**src/rtl/sbp_pkg.sv**
```systemverilog
package sbp_pkg;
  localparam int unsigned BYTE_W = 8;
  localparam int unsigned SEL_W  = 3;
  localparam logic [SEL_W-1:0] SEL_EXT = 3'b111;
  localparam int unsigned EF_BIT  = 7;
  localparam int unsigned EIE_BIT = 6;
  localparam int unsigned RE_BIT  = 5;
  localparam int unsigned TE_BIT  = 4;
  localparam logic ADDR_CTRL = 1'b0;
  localparam logic ADDR_DATA = 1'b1;
endpackage

```
**src/rtl/sbp_clkgen.sv**
```systemverilog
module sbp_clkgen
  import sbp_pkg::*;
#(
  parameter int unsigned DIV_BASE = 2,
  parameter int unsigned SYNC_N   = 2
) (
  input  logic             clk_i,
  input  logic             rst_ni,
  input  logic             active_i,
  input  logic             ext_i,
  input  logic [SEL_W-1:0] sel_i,
  input  logic             sclk_pin_i,
  output logic             sclk_o,
  output logic             rise_o,
  output logic             fall_o
);
  localparam int unsigned MAX_HALF = DIV_BASE << ((1 << SEL_W) - 2);
  localparam int unsigned CNT_W    = $clog2(MAX_HALF + 1);

  logic [CNT_W-1:0]  div_q;
  logic [CNT_W-1:0]  half_m1;
  logic              sclk_q;
  logic              tick;
  logic [SYNC_N:0]   sync_q;
  logic              ext_rise, ext_fall;

  assign half_m1 = CNT_W'((DIV_BASE << sel_i) - 1);
  assign tick    = active_i & ~ext_i & (div_q == half_m1);

  always_ff @(posedge clk_i or negedge rst_ni) begin
    if (!rst_ni) begin
      div_q  <= '0;
      sclk_q <= 1'b1;
    end else if (!active_i || ext_i) begin
      div_q  <= '0;
      sclk_q <= 1'b1;
    end else if (tick) begin
      div_q  <= '0;
      sclk_q <= ~sclk_q;
    end else begin
      div_q  <= div_q + 1'b1;
    end
  end

  // synchroniser stages plus one edge-detect stage
  for (genvar g = 0; g <= SYNC_N; g++) begin : g_sync
    if (g == 0) begin : g_first
      always_ff @(posedge clk_i or negedge rst_ni) begin
        if (!rst_ni) sync_q[0] <= 1'b1;
        else         sync_q[0] <= sclk_pin_i;
      end
    end else begin : g_next
      always_ff @(posedge clk_i or negedge rst_ni) begin
        if (!rst_ni) sync_q[g] <= 1'b1;
        else         sync_q[g] <= sync_q[g-1];
      end
    end
  end

  assign ext_rise = sync_q[SYNC_N-1] & ~sync_q[SYNC_N];
  assign ext_fall = ~sync_q[SYNC_N-1] & sync_q[SYNC_N];

  assign rise_o = ext_i ? (active_i & ext_rise) : (tick & ~sclk_q);
  assign fall_o = ext_i ? (active_i & ext_fall) : (tick & sclk_q);
  assign sclk_o = sclk_q;


  idle_high_chk: assert property (@(posedge clk_i) disable iff (!rst_ni)
    !active_i |=> sclk_q);


  edge_excl_chk: assert property (@(posedge clk_i) disable iff (!rst_ni)
    !(rise_o && fall_o));
endmodule

```
**src/rtl/sbp_shifter.sv**
```systemverilog
module sbp_shifter
  import sbp_pkg::*;
(
  input  logic              clk_i,
  input  logic              rst_ni,
  input  logic              active_i,
  input  logic              tx_i,
  input  logic              rise_i,
  input  logic              fall_i,
  input  logic [BYTE_W-1:0] data_i,
  output logic              sdo_o,
  output logic              shift_o,
  output logic              done_o
);
  localparam int unsigned CW = $clog2(BYTE_W);

  logic [CW-1:0] cnt_q;
  logic          sdo_q;

  always_ff @(posedge clk_i or negedge rst_ni) begin
    if (!rst_ni)        cnt_q <= '0;
    else if (!active_i) cnt_q <= '0;
    else if (rise_i)    cnt_q <= cnt_q + 1'b1;
  end

  always_ff @(posedge clk_i or negedge rst_ni) begin
    if (!rst_ni)                        sdo_q <= 1'b1;
    else if (active_i && tx_i && fall_i) sdo_q <= data_i[cnt_q];
  end

  assign sdo_o   = sdo_q;
  assign shift_o = active_i & ~tx_i & rise_i;
  assign done_o  = active_i & rise_i & (cnt_q == CW'(BYTE_W - 1));


  sdo_on_fall_chk: assert property (@(posedge clk_i) disable iff (!rst_ni)
    !$stable(sdo_q) |-> $past(fall_i && tx_i && active_i));
endmodule

```
**src/rtl/sync_byte_port.sv**
```systemverilog
module sync_byte_port
  import sbp_pkg::*;
#(
  parameter int unsigned DIV_BASE = 2
) (
  input  logic              clk_i,
  input  logic              rst_ni,
  input  logic              stop_i,
  input  logic              addr_i,
  input  logic              wr_en_i,
  input  logic              rd_en_i,
  input  logic [BYTE_W-1:0] wdata_i,
  output logic [BYTE_W-1:0] rdata_o,
  output logic              irq_o,
  output logic              sclk_o,
  output logic              sclk_oe_o,
  input  logic              sclk_i,
  input  logic              sdi_i,
  input  logic              modem_en_i,
  output logic              cts_o,
  output logic              sdo_o
);
  logic              ef_q, eie_q, re_q, te_q;
  logic [SEL_W-1:0]  sel_q;
  logic [BYTE_W-1:0] data_q;
  logic              active, ext_mode, rise, fall, shift, done, rx_bit;
  logic              ctrl_wr, data_wr, data_acc, both_req;

  assign active   = re_q | te_q;
  assign ext_mode = (sel_q == SEL_EXT);
  assign ctrl_wr  = wr_en_i & (addr_i == ADDR_CTRL);
  assign data_wr  = wr_en_i & (addr_i == ADDR_DATA);
  assign data_acc = (wr_en_i | rd_en_i) & (addr_i == ADDR_DATA);
  assign both_req = wdata_i[RE_BIT] & wdata_i[TE_BIT];
  assign rx_bit   = modem_en_i ? 1'b1 : sdi_i;
  assign cts_o    = modem_en_i ? sdi_i : 1'b1;

  sbp_clkgen #(.DIV_BASE(DIV_BASE)) u_clk (
    .clk_i      (clk_i),
    .rst_ni     (rst_ni),
    .active_i   (active),
    .ext_i      (ext_mode),
    .sel_i      (sel_q),
    .sclk_pin_i (sclk_i),
    .sclk_o     (sclk_o),
    .rise_o     (rise),
    .fall_o     (fall)
  );

  sbp_shifter u_shf (
    .clk_i    (clk_i),
    .rst_ni   (rst_ni),
    .active_i (active),
    .tx_i     (te_q),
    .rise_i   (rise),
    .fall_i   (fall),
    .data_i   (data_q),
    .sdo_o    (sdo_o),
    .shift_o  (shift),
    .done_o   (done)
  );

  always_ff @(posedge clk_i or negedge rst_ni) begin
    if (!rst_ni) begin
      eie_q <= 1'b0;
      sel_q <= '0;
      re_q  <= 1'b0;
      te_q  <= 1'b0;
    end else begin
      if (ctrl_wr) begin
        eie_q <= wdata_i[EIE_BIT];
        sel_q <= wdata_i[SEL_W-1:0];
      end
      if (stop_i) begin
        re_q <= 1'b0;
      end else if (done) begin
        re_q <= 1'b0;
        te_q <= 1'b0;
      end else if (ctrl_wr && !both_req) begin
        re_q <= wdata_i[RE_BIT] & ~te_q;
        te_q <= wdata_i[TE_BIT] & ~re_q;
      end
    end
  end

  always_ff @(posedge clk_i or negedge rst_ni) begin
    if (!rst_ni)        ef_q <= 1'b0;
    else if (stop_i)    ef_q <= 1'b0;
    else if (done)      ef_q <= 1'b1;
    else if (data_acc)  ef_q <= 1'b0;
  end

  always_ff @(posedge clk_i or negedge rst_ni) begin
    if (!rst_ni)                 data_q <= '0;
    else if (data_wr && !active) data_q <= wdata_i;
    else if (shift)              data_q <= {rx_bit, data_q[BYTE_W-1:1]};
  end

  always_comb begin
    rdata_o = '0;
    if (addr_i == ADDR_DATA) begin
      rdata_o = data_q;
    end else begin
      rdata_o[EF_BIT]      = ef_q;
      rdata_o[EIE_BIT]     = eie_q;
      rdata_o[RE_BIT]      = re_q;
      rdata_o[TE_BIT]      = te_q;
      rdata_o[SEL_W-1:0]   = sel_q;
    end
  end

  assign irq_o     = ef_q & eie_q;
  assign sclk_oe_o = ~ext_mode;


  en_excl_chk: assert property (@(posedge clk_i) disable iff (!rst_ni)
    $onehot0({re_q, te_q}));


  stop_clear_chk: assert property (@(posedge clk_i) disable iff (!rst_ni)
    stop_i |=> (!ef_q && !re_q));


  tx_end_flag_chk: assert property (@(posedge clk_i) disable iff (!rst_ni)
    $fell(te_q) && !$past(ctrl_wr) |-> ef_q);


  acc_clear_chk: assert property (@(posedge clk_i) disable iff (!rst_ni)
    data_acc && !done |=> !ef_q);


  busy_hold_chk: assert property (@(posedge clk_i) disable iff (!rst_ni)
    active && !shift |=> $stable(data_q));
endmodule

```
**config.mk**
```make
export PLATFORM = sky130hd
export DESIGN_NAME = sync_byte_port
export DESIGN_NICKNAME = d
export VERILOG_FILES = /design/src/rtl/sbp_pkg.sv /design/src/rtl/sbp_clkgen.sv /design/src/rtl/sbp_shifter.sv /design/src/rtl/sync_byte_port.sv
export SDC_FILE = /design/constraint.sdc
export NUM_CORES = 1
export LEC_CHECK = 0
export ABC_AREA = 0
export CAP_MARGIN = 20
export CORE_ASPECT_RATIO = 0.75
export CORE_MARGIN = 4
export CORE_UTILIZATION = 45
export CTS_CLUSTER_SIZE = 12
export DETAILED_ROUTE_END_ITERATION = 16
export GPL_ROUTABILITY_DRIVEN = 1
export PLACE_DENSITY = 0.69
export SLEW_MARGIN = 20
export SYNTH_ARGS = -nofsm -noshare
export SYNTH_HDL_FRONTEND = slang
export SYNTH_HIERARCHICAL = 1
export SYNTH_SLANG_ARGS = --single-unit
```
**constraint.sdc**
```tcl
create_clock -name clk_i -period 4.1 [get_ports clk_i]
set_input_delay 0.41 -clock clk_i [delete_from_list [all_inputs] [get_ports clk_i]]
set_output_delay 0.41 -clock clk_i [all_outputs]
set_load 0.01 [all_outputs]
```
# --- After elaboration in Yosys (flattened, before gate mapping) ---
# Cells that the tools add are included.
totals:
  regBits: 31
  in_bits: 17
  output_inout_bits: 13
  elab_cells: 89
op_classes:
  n_addsub: 3
  n_lt_le_gt_ge: 1
  eq_ne: 4
  n_shift: 1
  mux: 25
  bitwise: 29
  n_reduce_logical: 13
ops:
  columns: ["cell", "n"]
  rows:
  - ["8-bit two-way mux", 4]
  - ["1-bit bitwise AND", 19]
  - ["1-bit two-way mux", 16]
  - ["3-bit two-way mux", 3]
  - ["8-bit by 1-bit adder with 8-bit output (second input constant)", 1]
  - ["8-bit == test", 1]
  - ["1-bit NOT", 8]
  - ["2-bit by 3-bit << shifter with 8-bit output (first input constant)", 1]
  - ["8-bit by 1-bit subtractor with 8-bit output (second input constant)", 1]
  - ["3-bit == test (second input constant)", 2]
  - ["2-bit nonzero test", 3]
  - ["3-bit nonzero test", 2]
  - ["1-bit logical AND", 4]
  - ["3-bit by 4-bit less-than comparator with 1-bit output (second input constant)", 1]
  - ["4-bit two-way mux", 1]
  - ["3-bit by 1-bit adder with 3-bit output (second input constant)", 1]
  - ["1-bit binary-select mux with 3-bit select", 1]
  - ["1-bit logical NOT", 2]
  - ["2-bit by 1-bit inequality test with 1-bit output (second input constant)", 1]
  - ["1-bit bitwise OR", 2]
  - ["2-bit AND reduction", 1]
  - ["1-bit logical OR", 1]

# --- Logic depth before layout (Yosys ltp) ---
depth:
  depth_word: 10
  mapped_depth: 16
  depth_no_buf: 14

# --- Modules after synthesis ---
# The synthesis kept the hierarchy.
by_module_without_submodules:
  columns: ["mod", "n_inst", "cells_each", "area_per_inst_um2", "seq_area_each_um2"]
  rows:
  - ["sync_byte_port", 1, 76, 808.3, 375.4]
  - ["sbp_clkgen", 1, 82, 748.2, 305.3]
  - ["sbp_shifter", 1, 24, 275.3, 101.3]

# --- Least setup slack after synthesis ---
# Ideal clock, no wire load.
synth_timing:
  kind: "register to register"
  start: "register sel_q[1]"
  end: "register data_q[5]"
  setup_ns: 0.123
  arrival_time_ns: 3.091
  required_ns: 3.977
  slack_ns: 0.886
  path_stages_with_launch: 15
  n_path_buf: 2
  synth_period_minus_slack_ns: 3.214
  cell_sequence: "dfrtp_1 -> buf_4 -> or3_4 -> ha_1 -> xor2_1 -> o22ai_1 -> xor2_1 -> a311oi_2 -> nand2_1 -> o21ai_1 -> nand2_1 -> nor2_1 -> buf_1 -> mux2i_1 -> o21ai_1"
synth_via:
  elab_chain_cells: 8
  word_cells_on_any_way: 11
  cone_classes: "add/sub: 1; eq/ne: 2; shift: 1; mux: 1; bitwise: 5; reduce/logical: 1"
synth_lines:
  columns: ["element", "line_no", "source"]
  rows:
  - ["start, declared", "sync_byte_port.sv:24", "logic [SEL_W-1:0] sel_q;"]
  - ["start signal, assigned", "sync_byte_port.sv:72", "sel_q <= wdata_i[SEL_W-1:0];"]
  - ["2-bit by 3-bit << shifter with 8-bit output or 3-bit == test (tied branches)", "sbp_clkgen.sv:27, sync_byte_port.sv:30", null]
  - ["8-bit by 1-bit subtractor with 8-bit output or 1-bit NOT (tied branches)", "sbp_clkgen.sv:27, sbp_clkgen.sv:28", null]
  - ["8-bit == test or 1-bit bitwise AND (tied branches)", "sbp_clkgen.sv:28", "assign tick = active_i & ~ext_i & (div_q == half_m1);"]
  - ["1-bit bitwise AND", "sbp_clkgen.sv:28", null]
  - ["1-bit bitwise AND", "sbp_clkgen.sv:63", "assign rise_o = ext_i ? (active_i & ext_rise) : (tick & ~sclk_q);"]
  - ["1-bit two-way mux (*)", "sbp_clkgen.sv:63", null]
  - ["via rise", "sync_byte_port.sv:26", "logic active, ext_mode, rise, fall, shift, done, rx_bit;"]
  - ["1-bit bitwise AND (*)", "sbp_shifter.sv:32", "assign shift_o = active_i & ~tx_i & rise_i;"]
  - ["via shift", "sync_byte_port.sv:26", null]
  - ["2-bit nonzero test (no line) (*)", null, null]
  - ["end signal, assigned", "sync_byte_port.sv:95", "else if (data_wr && !active) data_q <= wdata_i;"]
  - ["end signal, assigned", "sync_byte_port.sv:96", "else if (shift) data_q <= {rx_bit, data_q[BYTE_W-1:1]};"]
  - ["end, declared", "sync_byte_port.sv:25", "logic [BYTE_W-1:0] data_q;"]
# Mark *: on every way through the listed nets, which the timed path passes. The rest lies on a longest branch.
# A chain may end at the register's enable or synchronous reset.

# --- Final worst setup path ---
layout_timing:
  start: "register sel_q[2]"
  end: "register te_q"
layout_via:
  elab_chain_cells: 10
  word_cells_on_any_way: 14
  cone_classes: "add/sub: 1; eq/ne: 2; shift: 1; mux: 2; bitwise: 6; reduce/logical: 2"
layout_lines:
  columns: ["element", "line_no", "source"]
  rows:
  - ["2-bit by 3-bit << shifter with 8-bit output or 3-bit == test (tied branches)", "sbp_clkgen.sv:27, sync_byte_port.sv:30", null]
  - ["8-bit by 1-bit subtractor with 8-bit output or 1-bit NOT (tied branches)", "sbp_clkgen.sv:27, sbp_clkgen.sv:28", null]
  - ["8-bit == test or 1-bit bitwise AND (tied branches)", "sbp_clkgen.sv:28", null]
  - ["1-bit bitwise AND", "sbp_clkgen.sv:28", null]
  - ["1-bit bitwise AND", "sbp_clkgen.sv:63", null]
  - ["1-bit two-way mux (*)", "sbp_clkgen.sv:63", null]
  - ["via rise", "sync_byte_port.sv:26", null]
  - ["1-bit bitwise AND (*) (2 in a row)", "sbp_shifter.sv:33", "assign done_o = active_i & rise_i & (cnt_q == CW'(BYTE_W - 1));"]
  - ["via done", "sync_byte_port.sv:26", null]
  - ["2-bit nonzero test (no line)", null, null]
  - ["2-bit AND reduction (no line)", null, null]
  - ["end signal, assigned", "sync_byte_port.sv:81", "te_q <= wdata_i[TE_BIT] & ~re_q;"]
  - ["end, declared", "sync_byte_port.sv:23", "logic ef_q, eie_q, re_q, te_q;"]
# Marks and branches as above.

==> flow_summary.toml <==
[worst_setup_path]
path_common_cell = "xor2_1"
cpPeakStageDelay_ns = 0.53
crit_chain = "or3_4 > ha_1 > xor2_1 > o22ai_1 > xor2_1 > a311oi_2 > nand2_1 > o21ai_1 > and3_1 > or4b_1 > or3_1 > nand3_1"
regToRegSetupSlack_ns = 0.68
critPathArrivalTime_ns = 3.64
reg2reg_to = "te_q"
regToRegStartpoint = "sel_q[2]"
worstPathRequired_ns = 4.32
startpoint = "sel_q[2]"
startpoint_type = "flop"
critical_path_class = "reg -> reg"
crit_end = "te_q"
slowest_stage = "dfrtp_1"
worstRegToRegCells = 12
crit_path_end_kind = "flop"
crit_fanout = 15

[die]
core_area_mm2 = 0.00378
die_h_um = 63.3
num_rows = 19
io_pins = 30
start_util_pct = 48.5
die_w_um = 81.7
fp.dieArea_mm2 = 0.00517

[synth]
syn_inst = 182
async_flop_share_pct = 100
yosysWarnings = 6
synthXorXnorAreaFrac_pct = 5.26
ys_seq_area_share_pct = 42.7
synth_fa_ha_area_share_pct = 2.73
synth_top_family_by_area = "simple AND/OR/NAND/NOR gates"
yosys_most_used_dff = "dfrtp_1"
syn_area_mm2 = 0.00183
synth_nets = 203
synthMuxAreaShare_pct = 15.7
synth.avg_cell_area_um2 = 10.1
synth-edff-count = 0
synth_simple_gate_area_share_pct = 20.4
ys_seq_elements = 31
synth-compound-area-share_pct = 9.77
post_synth_num_cell_types = 43

[cells_and_area]
fill_cells = 309
final_cells = 265
syn_to_final_growth_pct = 21.9
drive_gt1_share_pct = 15.0
num_antenna_cells = 0
final_nets = 233

[clocking]
hold_buffers = 0
cts_buffer_depth = 2
clkLatencyLatePin_ns = 0.29
cts.sinks = 31
cts_root_buf = "clkbuf_8"
htree_levels = 2
tritoncts = "yes"
post_cts_buffers = 0
clkTransAtPathRegs_ns = 0.07
numCtsBuffers = 5
cts_resized = 0

[drt]
wirelength_mm = 4.05
viasPerCell = 5.51
num_vias = 1459
drtAntennaViolNets = 0
dr.pass1.iters = 4
first_iter_violations = 88
wl_per_cell_um = 15.3
drcViolationCount = 0

[power]
seqPwrFrac_pct = 46.0
p_leak_nw = 0.926
switching_power_uw = 335
cellPowerDensity_mw_per_mm2 = 449
clockPowerShare_pct = 23.0
swShare_pct = 33.4
peakVddDrop_v = 0.000238
combinationalPowerShare_pct = 30.9
power.internal_uw = 667

[grt]
grt_usage_pct = 17.8
grt_first_pass_wirelength_mm = 7.02
grt-ovfl-total = 0
grt_antenna_before_repair = 0
grt_pass1_vias = 1453
grt_max_degree = 32

[sta]
fin_crit_sh_pct = 83.4
fin_crit_ns = 3.42
tightestPinTransition_ns = 0.459
fmax_mhz = 292
finClkSkew_ns = 0.00828
maxSlewViolCount = 0
setup_viol_count_final = 0
final_hold_viol_count = 0
relSlewSlack_pct = 69.2
rsz0062_at_grt = "false"
fin_setup_tns_ns = 0

[hold_path]
min_path_type = "reg -> reg"

[placed_design]
dp.cells = 257
place_congestion = 0.874
post-dp-hpwl_mm = 2.98
portBuffers = 29

[run_status]
status = "completed"

[flow_run]
drv_cap = 0
[worst min-delay path by stage]
stage / cells past startpoint / from / slack, ns / to
2_1_floorplan: 0 / rst_ni / 0.11 / data_q[0]
3_3_place_gp: 0 / u_clk/sync_q[0] / 0.35 / u_clk/sync_q[1]
3_5_place_dp: 0 / u_clk/sync_q[0] / 0.35 / u_clk/sync_q[1]
4_1_cts: 0 / u_clk/sync_q[0] / 0.36 / u_clk/sync_q[1]
5_1_grt: 0 / u_clk/sync_q[0] / 0.36 / u_clk/sync_q[1]
6_report: 0 / u_clk/sync_q[0] / 0.36 / u_clk/sync_q[1]
[layout make-up]
type                       count  area, um2  area share (%)
timing repair buffer          31        305            13.7
clock inverter                 1       5.00           0.224
sequential                    31        782            35.0
multi-input combinational    140        987            44.2
clock buffer                   7       76.3            3.42
tap                           52       65.1            2.91
inverter                       3       11.3           0.504
[cell families (layout without fill, tap and decap cells)]
kind of cell    count (synthesis)  in the layout
mux                            26             26
fa+ha+maj                       4              4
buf+inv                        11             42
flops                          31             31
xor+xnor                       11             11
simple gates                   70             70
compound gates                 29             29
[synthesized netlist by cell type (4+ instances only)]
cell type | n | area share [%]
dfrtp_1 | 26 | 36
nand2_1 | 17 | 3.5
nor2_1 | 16 | 3.3
mux2i_1 | 13 | 7.1
mux2_2 | 11 | 6.8
o21ai_1 | 11 | 3.0
xor2_1 | 8 | 3.8
nand3_1 | 7 | 1.9
nand2b_1 | 6 | 2.0
dfstp_2 | 5 | 7.2
nor2b_1 | 5 | 1.7
o21ai_0 | 5 | 1.4
and2_1 | 4 | 1.4
ha_1 | 4 | 2.7
[sequential cells by signal (all words and copies together) (netlist names)]
signal,cells
data_q,8
ef_q,1
eie_q,1
re_q,1
sel_q,3
te_q,1
u_clk/div_q,8
u_clk/sclk_o,1
u_clk/sync_q,3
u_shf/cnt_q,3
u_shf/sdo_o,1
[through the flow]
stage	utilization, %	area [um2]	power, mW	setup WS (ns)	hold slack [ns]
6_report	59.1	2230	1.00	0.681	0.358
5_1_grt	59.1	2230	1.07	0.470	0.362
4_1_cts	59.1	2230	1.01	0.704	0.360
3_5_place_dp	56.9	2150	0.774	0.724	0.351
3_3_place_gp	56.9	2150	0.761	0.836	0.346
2_1_floorplan	-	1830	0.646	0.886	0.114
[power by group through the flow]
stage,registers [mW],logic [mW],clock network (mW)
4_1_cts,0.459,0.312,0.237
5_1_grt,0.472,0.344,0.254
2_1_floorplan,0.431,0.215,0
6_report,0.461,0.310,0.231
3_5_place_dp,0.464,0.309,0
3_3_place_gp,0.460,0.302,0
[metal layers]
metal	GRT usage (%)	wire, um
met5	0	0
met4	6.43	60
met3	4.70	201
met2	26.1	1850
met1	25.1	1940
[cells in the final DEF, fill, tap and decap left out, drive strengths merged, types with 6 or more instances in the layout]
| cell type | count |
|---|---|
| clkbuf | 7 |
| clkdlybuf4s50 | 29 |
| dfrtp | 26 |
| mux2 | 12 |
| mux2i | 13 |
| nand2 | 17 |
| nand2b | 6 |
| nand3 | 7 |
| nor2 | 16 |
| o21ai | 16 |
| xor2 | 8 |
[critical path: cells and delay by family (launching register included)]
kind	cells	cell delay, ns
and+or+nand+nor	6	1.74
xor gates and xnor gates	2	0.38
AOI/OAI and AO/OA	3	0.42
DFF	1	0.53
adders and majority gates	1	0.29
Note: power is estimated with default switching activity, not from simulation.
